$ cat config.mk
export PLATFORM = sky130hd
export DESIGN_NAME = dma_xfer_seq
export DESIGN_NICKNAME = d
export VERILOG_FILES = /design/src/rtl/dma_seq_pkg.sv /design/src/rtl/dma_pol_in.sv /design/src/rtl/dma_seq_ctrl.sv /design/src/rtl/dma_bus_drv.sv /design/src/rtl/dma_xfer_seq.sv
export SDC_FILE = /design/constraint.sdc
export NUM_CORES = 1
export LEC_CHECK = 0
export BUFFER_PORTS_ARGS = -buffer_cell sky130_fd_sc_hd__buf_2
export CORE_AREA = 2 2 39 41
export DETAILED_ROUTE_END_ITERATION = 7
export DIE_AREA = 0 0 41 43
export MAX_ROUTING_LAYER = met4
export SLEW_MARGIN = 40
export SYNTH_ARGS = -nofsm -noshare
export SYNTH_HDL_FRONTEND = slang
export SYNTH_HIERARCHICAL = 1
export SYNTH_SLANG_ARGS = --single-unit
$ cat constraint.sdc
create_clock -name clk -period 3.8 [get_ports clk]
set_input_delay 0.57 -clock clk [delete_from_list [all_inputs] [get_ports clk]]
set_output_delay 0.57 -clock clk [all_outputs]
set_load 0.01 [all_outputs]
$ cat src/rtl/dma_seq_pkg.sv
package dma_seq_pkg;
  typedef enum logic [2:0] {
    S_IDLE = 3'd0,
    S_HOLD = 3'd1,
    S_ADDR = 3'd2,
    S_STRB = 3'd3,
    S_REL  = 3'd4,
    S_DONE = 3'd5
  } seq_state_e;
endpackage

$ cat src/rtl/dma_pol_in.sv
module dma_pol_in #(
  parameter int W = 2
) (
  input  logic [W-1:0] raw,
  input  logic [W-1:0] act_high,
  output logic [W-1:0] asserted
);
  for (genvar i = 0; i < W; i++) begin : g_bit
    assign asserted[i] = act_high[i] ? raw[i] : ~raw[i];
  end
endmodule

$ cat src/rtl/dma_seq_ctrl.sv
module dma_seq_ctrl
  import dma_seq_pkg::*;
(
  input  logic       clk,
  input  logic       rst_n,
  input  logic       req_act,
  input  logic       hlda,
  input  logic       ready,
  input  logic       tc,
  input  logic       eop_ext,
  input  logic       single_mode,
  output seq_state_e state,
  output logic       term_tc
);
  seq_state_e state_nx;
  logic       eop_seen, eop_seen_nx;
  logic       term_nx;
  logic       run_end;

  assign run_end = term_tc | eop_seen;

  always_comb begin
    state_nx    = state;
    eop_seen_nx = eop_seen;
    term_nx     = term_tc;
    unique case (state)
      S_IDLE: if (req_act) state_nx = S_HOLD;
      S_HOLD: if (hlda) state_nx = S_ADDR;
      S_ADDR: begin
        state_nx = S_STRB;
        if (eop_ext) eop_seen_nx = 1'b1;
      end
      S_STRB: begin
        if (eop_ext) eop_seen_nx = 1'b1;
        if (ready) begin
          state_nx = S_REL;
          term_nx  = tc;
        end
      end
      S_REL: begin
        eop_seen_nx = 1'b0;
        term_nx     = 1'b0;
        if (run_end) state_nx = S_DONE;
        else if (single_mode || !req_act) state_nx = S_IDLE;
        else state_nx = S_ADDR;
      end
      S_DONE: if (!req_act) state_nx = S_IDLE;
      default: state_nx = S_IDLE;
    endcase
  end

  always_ff @(posedge clk or negedge rst_n) begin
    if (!rst_n) begin
      state    <= S_IDLE;
      eop_seen <= 1'b0;
      term_tc  <= 1'b0;
    end else begin
      state    <= state_nx;
      eop_seen <= eop_seen_nx;
      term_tc  <= term_nx;
    end
  end

  // bus phases wait for hold acknowledge
  p_wait_hlda_r1: assert property (@(posedge clk) disable iff (!rst_n)
    (state == S_HOLD && !hlda) |=> (state == S_HOLD));
  // low ready keeps the strobe phase
  p_wait_ready_r6: assert property (@(posedge clk) disable iff (!rst_n)
    (state == S_STRB && !ready) |=> (state == S_STRB));
  // after terminal count no re-request while request stays active
  p_done_hold_r8: assert property (@(posedge clk) disable iff (!rst_n)
    (state == S_DONE && req_act) |=> (state == S_DONE));
endmodule

$ cat src/rtl/dma_bus_drv.sv
module dma_bus_drv
  import dma_seq_pkg::*;
(
  input  logic       clk,
  input  logic       rst_n,
  input  seq_state_e state,
  input  logic       term_tc,
  input  logic       dir_rd,
  input  logic       ack_pol,
  output logic       hrq,
  output logic       aen,
  output logic       dack,
  output logic       mem_rd,
  output logic       mem_wr,
  output logic       io_rd,
  output logic       io_wr,
  output logic       eop_out_n,
  output logic       step
);
  logic own_bus;
  logic strobe;

  assign own_bus   = (state == S_ADDR) || (state == S_STRB) || (state == S_REL);
  assign strobe    = (state == S_STRB);
  assign hrq       = (state != S_IDLE) && (state != S_DONE);
  assign aen       = own_bus;
  assign dack      = ack_pol ? own_bus : ~own_bus;
  assign mem_rd    = strobe & dir_rd;
  assign io_wr     = strobe & dir_rd;
  assign mem_wr    = strobe & ~dir_rd;
  assign io_rd     = strobe & ~dir_rd;
  assign step      = (state == S_REL);
  assign eop_out_n = ~((state == S_REL) & term_tc);

  // memory-read pairs with I/O-write
  p_pair_read_r4: assert property (@(posedge clk) disable iff (!rst_n)
    mem_rd |-> (io_wr && !mem_wr && !io_rd));
  // memory-write pairs with I/O-read
  p_pair_write_r5: assert property (@(posedge clk) disable iff (!rst_n)
    mem_wr |-> (io_rd && !mem_rd && !io_wr));
  // strobes only while the bus is owned and held
  p_strobe_owned_r7: assert property (@(posedge clk) disable iff (!rst_n)
    (mem_rd || mem_wr) |-> (aen && hrq));
  // end-of-process output is a single-cycle pulse
  p_eop_pulse_r8: assert property (@(posedge clk) disable iff (!rst_n)
    !eop_out_n |=> eop_out_n);
  // one step per byte
  p_step_single_r12: assert property (@(posedge clk) disable iff (!rst_n)
    step |=> !step);
endmodule

$ cat src/rtl/dma_xfer_seq.sv
module dma_xfer_seq
  import dma_seq_pkg::*;
(
  input  logic clk,
  input  logic rst_n,
  input  logic req_pol,
  input  logic ack_pol,
  input  logic dir_rd,
  input  logic single_mode,
  input  logic dreq,
  input  logic hlda,
  input  logic ready,
  input  logic tc_in,
  input  logic eop_in_n,
  output logic hrq,
  output logic aen,
  output logic dack,
  output logic mem_rd,
  output logic mem_wr,
  output logic io_rd,
  output logic io_wr,
  output logic eop_out_n,
  output logic step
);
  localparam int NIN = 2;

  logic [NIN-1:0] in_act;
  seq_state_e     state;
  logic           term_tc;

  dma_pol_in #(.W(NIN)) u_pol (
    .raw      ({eop_in_n, dreq}),
    .act_high ({1'b0, req_pol}),
    .asserted (in_act)
  );

  dma_seq_ctrl u_ctrl (
    .clk         (clk),
    .rst_n       (rst_n),
    .req_act     (in_act[0]),
    .hlda        (hlda),
    .ready       (ready),
    .tc          (tc_in),
    .eop_ext     (in_act[1]),
    .single_mode (single_mode),
    .state       (state),
    .term_tc     (term_tc)
  );

  dma_bus_drv u_drv (
    .clk       (clk),
    .rst_n     (rst_n),
    .state     (state),
    .term_tc   (term_tc),
    .dir_rd    (dir_rd),
    .ack_pol   (ack_pol),
    .hrq       (hrq),
    .aen       (aen),
    .dack      (dack),
    .mem_rd    (mem_rd),
    .mem_wr    (mem_wr),
    .io_rd     (io_rd),
    .io_wr     (io_wr),
    .eop_out_n (eop_out_n),
    .step      (step)
  );
endmodule

======== Yosys cells after proc, flatten, opt, wreduce, memory -nomap -nowiden ========
Cells that the tools add are included.
cells by class
  eq/ne operators ......................... 11
  muxes and demuxes ....................... 13
  bitwise operators ....................... 8
  reductions and logical operators ........ 13
operators with widths
  kind                  count
  $pmux W3 S6           1
  $mux W3               5
  $ne A2 B2 Y1 const B  4
  $eq A3 B2 Y1 const B  2
  $eq A3 B3 Y1 const B  2
  $mux W1               4
  $not A1 Y1            4
  $pmux W1 S2           2
  $reduce_and A2 Y1     2
  $reduce_and A4 Y1     1
  $reduce_bool A2 Y1    2
  $and A1 B1 Y1         3
  $eq A3 B1 Y1 const B  1
  $logic_not A3 Y1      1
  $logic_or A1 B1 Y1    3
  $ne A3 B3 Y1 const B  1
  $reduce_bool A3 Y1    1
  $mux W2               1
  $ne A2 B1 Y1 const B  1
  $reduce_or A2 Y1      1
  $logic_and A1 B1 Y1   1
  $logic_not A1 Y1      1
  $or A1 B1 Y1          1
word-level totals
  flip-flop bits (word level) ............. 5
  input bits .............................. 11
  output and inout port bits .............. 9
  word-level logic and storage cells ...... 48

======== Logic depth before layout (Yosys ltp) ========
  word-level depth ........................ 7
  gate-level depth with buffers ........... 4
  depth with buffers taken out ............ 3

======== By module ========
Netlist, hierarchy kept.
by module, submodules not included
  module        times used  cells an instance  area each (µm²)  sequential area each (µm²)
  dma_seq_ctrl  1           32                 292.8            125.1
  dma_bus_drv   1           12                 97.6             0.0
  dma_pol_in    1           2                  17.5             0.0
  dma_xfer_seq  1           1                  3.8              0.0

======== Worst setup path after synthesis ========
Ideal clock, no wire load.
  kind .................................... flip-flop to output port
  from .................................... reg u_ctrl.state[2]
  to ...................................... out dack
  arrival time ............................ 1.087 ns
  data required time ...................... 3.230 ns
  setup slack ............................. 2.143 ns
  cell stages (with the launch flop) ...... 4
  path buffers ............................ 0
  cell sequence ........................... dfrtp_1 nor3b_4 or2_4 xnor2_2
between the ends
  elaborated cells between the ends (all ways) .. 7
  classes of those cells .................. 3 x eq/ne; 1 x mux; 1 x bitwise; 2 x reduce/logical
RTL lines
  what                    line                source
  start, declared         dma_seq_ctrl.sv:12  output seq_state_e state,
  start signal, assigned  dma_seq_ctrl.sv:58  state <= state_nx;
  $eq A3 B3 Y1 (*)        --
  named net step          dma_xfer_seq.sv:23  output logic step
  $logic_or A1 B1 Y1 (*)  dma_bus_drv.sv:23   assign own_bus = (state == S_ADDR) || (state == S_STRB) || (state == S_REL);
  named net aen           dma_xfer_seq.sv:16  output logic aen,
  $not A1 Y1              dma_bus_drv.sv:27   assign dack = ack_pol ? own_bus : ~own_bus;
  $mux W1 (*)             dma_bus_drv.sv:27
  end, declared           dma_xfer_seq.sv:17  output logic dack,
The timed path passes the listed nets; every way through them passes the cells marked *.

======== Worst setup path after layout ========
  from .................................... reg u_ctrl.state[1]
  to ...................................... out dack
between the ends
  word-level cells in the longest chain between the ends .. 5
  elaborated cells between the ends (all ways) .. 7
  classes of those cells .................. 3 x eq/ne; 1 x mux; 1 x bitwise; 2 x reduce/logical
ends and longest elaborated chain
  what                    line
  $eq A3 B2 Y1            dma_bus_drv.sv:23
  $logic_or A1 B1 Y1      dma_bus_drv.sv:23
  $logic_or A1 B1 Y1 (*)  dma_bus_drv.sv:23
  $not A1 Y1              dma_bus_drv.sv:27
  $mux W1 (*)             dma_bus_drv.sv:27
Every way passes the cells marked *; elsewhere a longest branch is shown, timed or not.

==> impl_metrics.csv <==
group,metric,value,unit
setup_path,slowest_stage,"dfrtp_1",
clock_tree,cts_buffer_depth,2,
floorplanning,die_h,43,um
clock_tree,ctsHoldBuffers,0,
layout,final_util,0.377,
placement,place_area,495,sq um
setup_path,ff2ff_setup_slack,2470,ps
setup_path,crit_fanout,14,
floorplanning,dieWidth,41,um
synthesis,synth_top_area_frac,0.304,
timing,fin_setup_tns,0,ps
setup_path,worstReg2RegEnd,"u_ctrl/state[0]",
grt,track_usage,0.114,
job,drv_cap,0,
layout,nFillCells,147,
synthesis,syn_area,412,sq um
layout,drive_above_1_share,0.379,
timing,min_period_over_period,0.544,
clock_tree,numCtsBuffers,3,
clock_tree,cts_max_level,1,
floorplanning,dieArea,0.00176,sq mm
detailed_routing,drt_iter0_markers,15,
timing,setup_viol,0,
synthesis,synth-xor-area-share,0.103,
grt,grt_pass1_wl,1.26,mm
layout,antennaDiodeCount,0,
placement,dpl.cell_count,78,
floorplanning,start_util,0.297,
setup_path,cp_cell_sequence,"nor2b_1 > or2_4 > xnor2_2 > buf_2",
grt,antenna_found_initial,0,
timing,fin_skew,1.87,ps
layout,finalNonFillerCells,82,
detailed_routing,drcViolationCount,0,
detailed_routing,ant_nets,0,
detailed_routing,routedWlPerCell,10.1,um
timing,fin_ws,1730,ps
grt,grt_overflow_total,0,
grt,grt_pass1_vias,317,
synthesis,netlist_top_cells_area,"dfrtp_1 (30%), xnor2_1 (6.4%), nor2_1 (5.5%)",
synthesis,syn-instance-count,47,
layout,postLayoutCellArea,522,sq um
detailed_routing,drt-vias-per-instance,4.99,
floorplanning,io_pins,20,
pwr,p_per_area,762,mW/mm^2
hold_path,hp-class,"primary input to async pin",
clock_tree,clk_latency,250,ps
timing,holdWs,127,ps
setup_path,start_kind,"flip-flop",
timing,grt_setup_unrepaired,"no",
setup_path,required,3230,ps
detailed_routing,drt-total-wl,829,um
clock_tree,cts.sink_count,5,
placement,dp_hpwl,633,um
synthesis,synth_area_per_cell,8.76,sq um
setup_path,reg2reg_from,"u_ctrl/state[1]",
floorplanning,placementRows,14,
clock_tree,cts-root-buf,"clkbuf_4",
layout,areaGrowthSynthToFinish,26.7,%
clock_tree,cts.clk_slew.worst_paths,50,ps
clock_tree,cts_resized,0,
detailed_routing,dr.pass1.iters,4,
synthesis,synth_top_family_by_area,"simple AND/OR/NAND/NOR gates",
placement,port_buffers,19,
timing,period_minus_slack,2070,ps
timing,finalHoldViolCount,0,
setup_path,cp_top_family,"flip-flops",
synthesis,yosysUniqueCellTypes,25,
setup_path,cp.arrival,1500,ps
timing,drv_slew,0,
pwr,p_leak,0.250,nW
placement,gp_congestion,0.797,
setup_path,slowest_delay,520,ps
floorplanning,coreArea,0.00138,sq mm
setup_path,critPathCaptureType,"output pin",
synthesis,ys_warn_count,6,
setup_path,path_class,"flip-flop to output pin",
synthesis,yosys.area_share.adder,0,
setup_path,critPathBufInv,1,
pwr,vdd_drop_max,0.000325,V
outcome,run_status,"complete, no violations",
placement,pre_cts_ws,2000,ps
synthesis,yosys.area_share.simple,0.292,
layout,nNetsFinal,78,
detailed_routing,vias,409,
synthesis,synth_seq_cells,5,
timing,fmax,0.484,GHz
clock_tree,cts_tree,"done",
synthesis,ys_seq_area_frac,0.304,
setup_path,reg2reg_depth,2,
synthesis,synthMuxAreaShare,0,
grt,grt_max_degree,15,
synthesis,synth_area_leader_cell,"dfrtp_1",
pwr,total_power,0.398,mW
synthesis,synth_compound_area_frac,0.198,
synthesis,synth_fp_nets,58,
clock_tree,cts_setup_buffers,0,
cell usage in the layout (no fill, tap or decap), types with 2 or more instances in the layout:
master	n
buf_2	19
nor2_1	6
dfrtp_1	5
a21oi_1	4
clkbuf_4	3
nor3_1	3
nand2b_1	3
xnor2_1	3
inv_1	2
o221a_1	2
nand2_1	2
worst max path at each step:
stage | to | slack [ps] | depth (start not counted) | from
floorplan | dack | 2140 | 3 | u_ctrl/state[2]
global placement | dack | 2010 | 4 | u_ctrl/state[1]
detailed placement | dack | 2000 | 4 | u_ctrl/state[1]
CTS | dack | 1720 | 4 | u_ctrl/state[1]
global route | dack | 1600 | 4 | u_ctrl/state[1]
finish | dack | 1730 | 4 | u_ctrl/state[1]
logic make-up (layout without fill, tap and decap cells):
| family | Yosys count | after routing |
|---|---|---|
| buf+inv | 6 | 25 |
| simple gates | 20 | 20 |
| compound gates | 11 | 11 |
| other cells | 1 | 1 |
| flops | 5 | 5 |
| xor+xnor | 4 | 4 |
synthesized netlist by cell type:
cell type  instances
a21oi_1            4
a311oi_1           1
a31oi_1            1
a41o_1             1
and3_1             1
buf_2              1
buf_4              2
buf_6              1
conb_1             1
dfrtp_1            5
inv_1              2
nand2_1            2
nand2b_1           3
nand4b_1           1
nor2_1             6
nor2b_1            1
nor3_1             3
nor3b_4            1
o21ai_0            1
o221a_1            2
o41ai_1            1
or2_4              1
or4_1              1
xnor2_1            3
xnor2_2            1
worst register-to-register path, stage by stage, from the launching register on:
cell and delay, ps:
dfrtp_1 520, or4_1 560, o221a_1 130
state kept, by name (all words and copies together) (netlist names):
name,cells
u_ctrl/state,3
u_ctrl/eop_seen,1
u_ctrl/term_tc,1
report_power, final:
part	internal, mW	total [mW]	switching (mW)
sequential	0.0769	0.137	0.0599
combinational	0.109	0.198	0.0890
clock	0.0398	0.0633	0.0235
total	0.225	0.398	0.172
area by class of cell:
type                            instances  area, sq um  area share
Sequential cell                         5          125       0.240
Timing Repair Buffer                   19         95.1       0.182
Tap cell                               16         20.0      0.0384
Multi-Input combinational cell         36          248       0.475
Inverter                                2         7.51      0.0144
Clock buffer                            4         26.3      0.0504
routing by layer:
metal / track usage / up-vias / wire (um)
met2: 0.134 / 30 / 339
met5: - / - / 0
met4: 0.100 / 0 / 16
met3: 0.0524 / 2 / 114
met1: 0.138 / 172 / 359
li1: - / 205 / -
(Power assumes the default switching activity.)
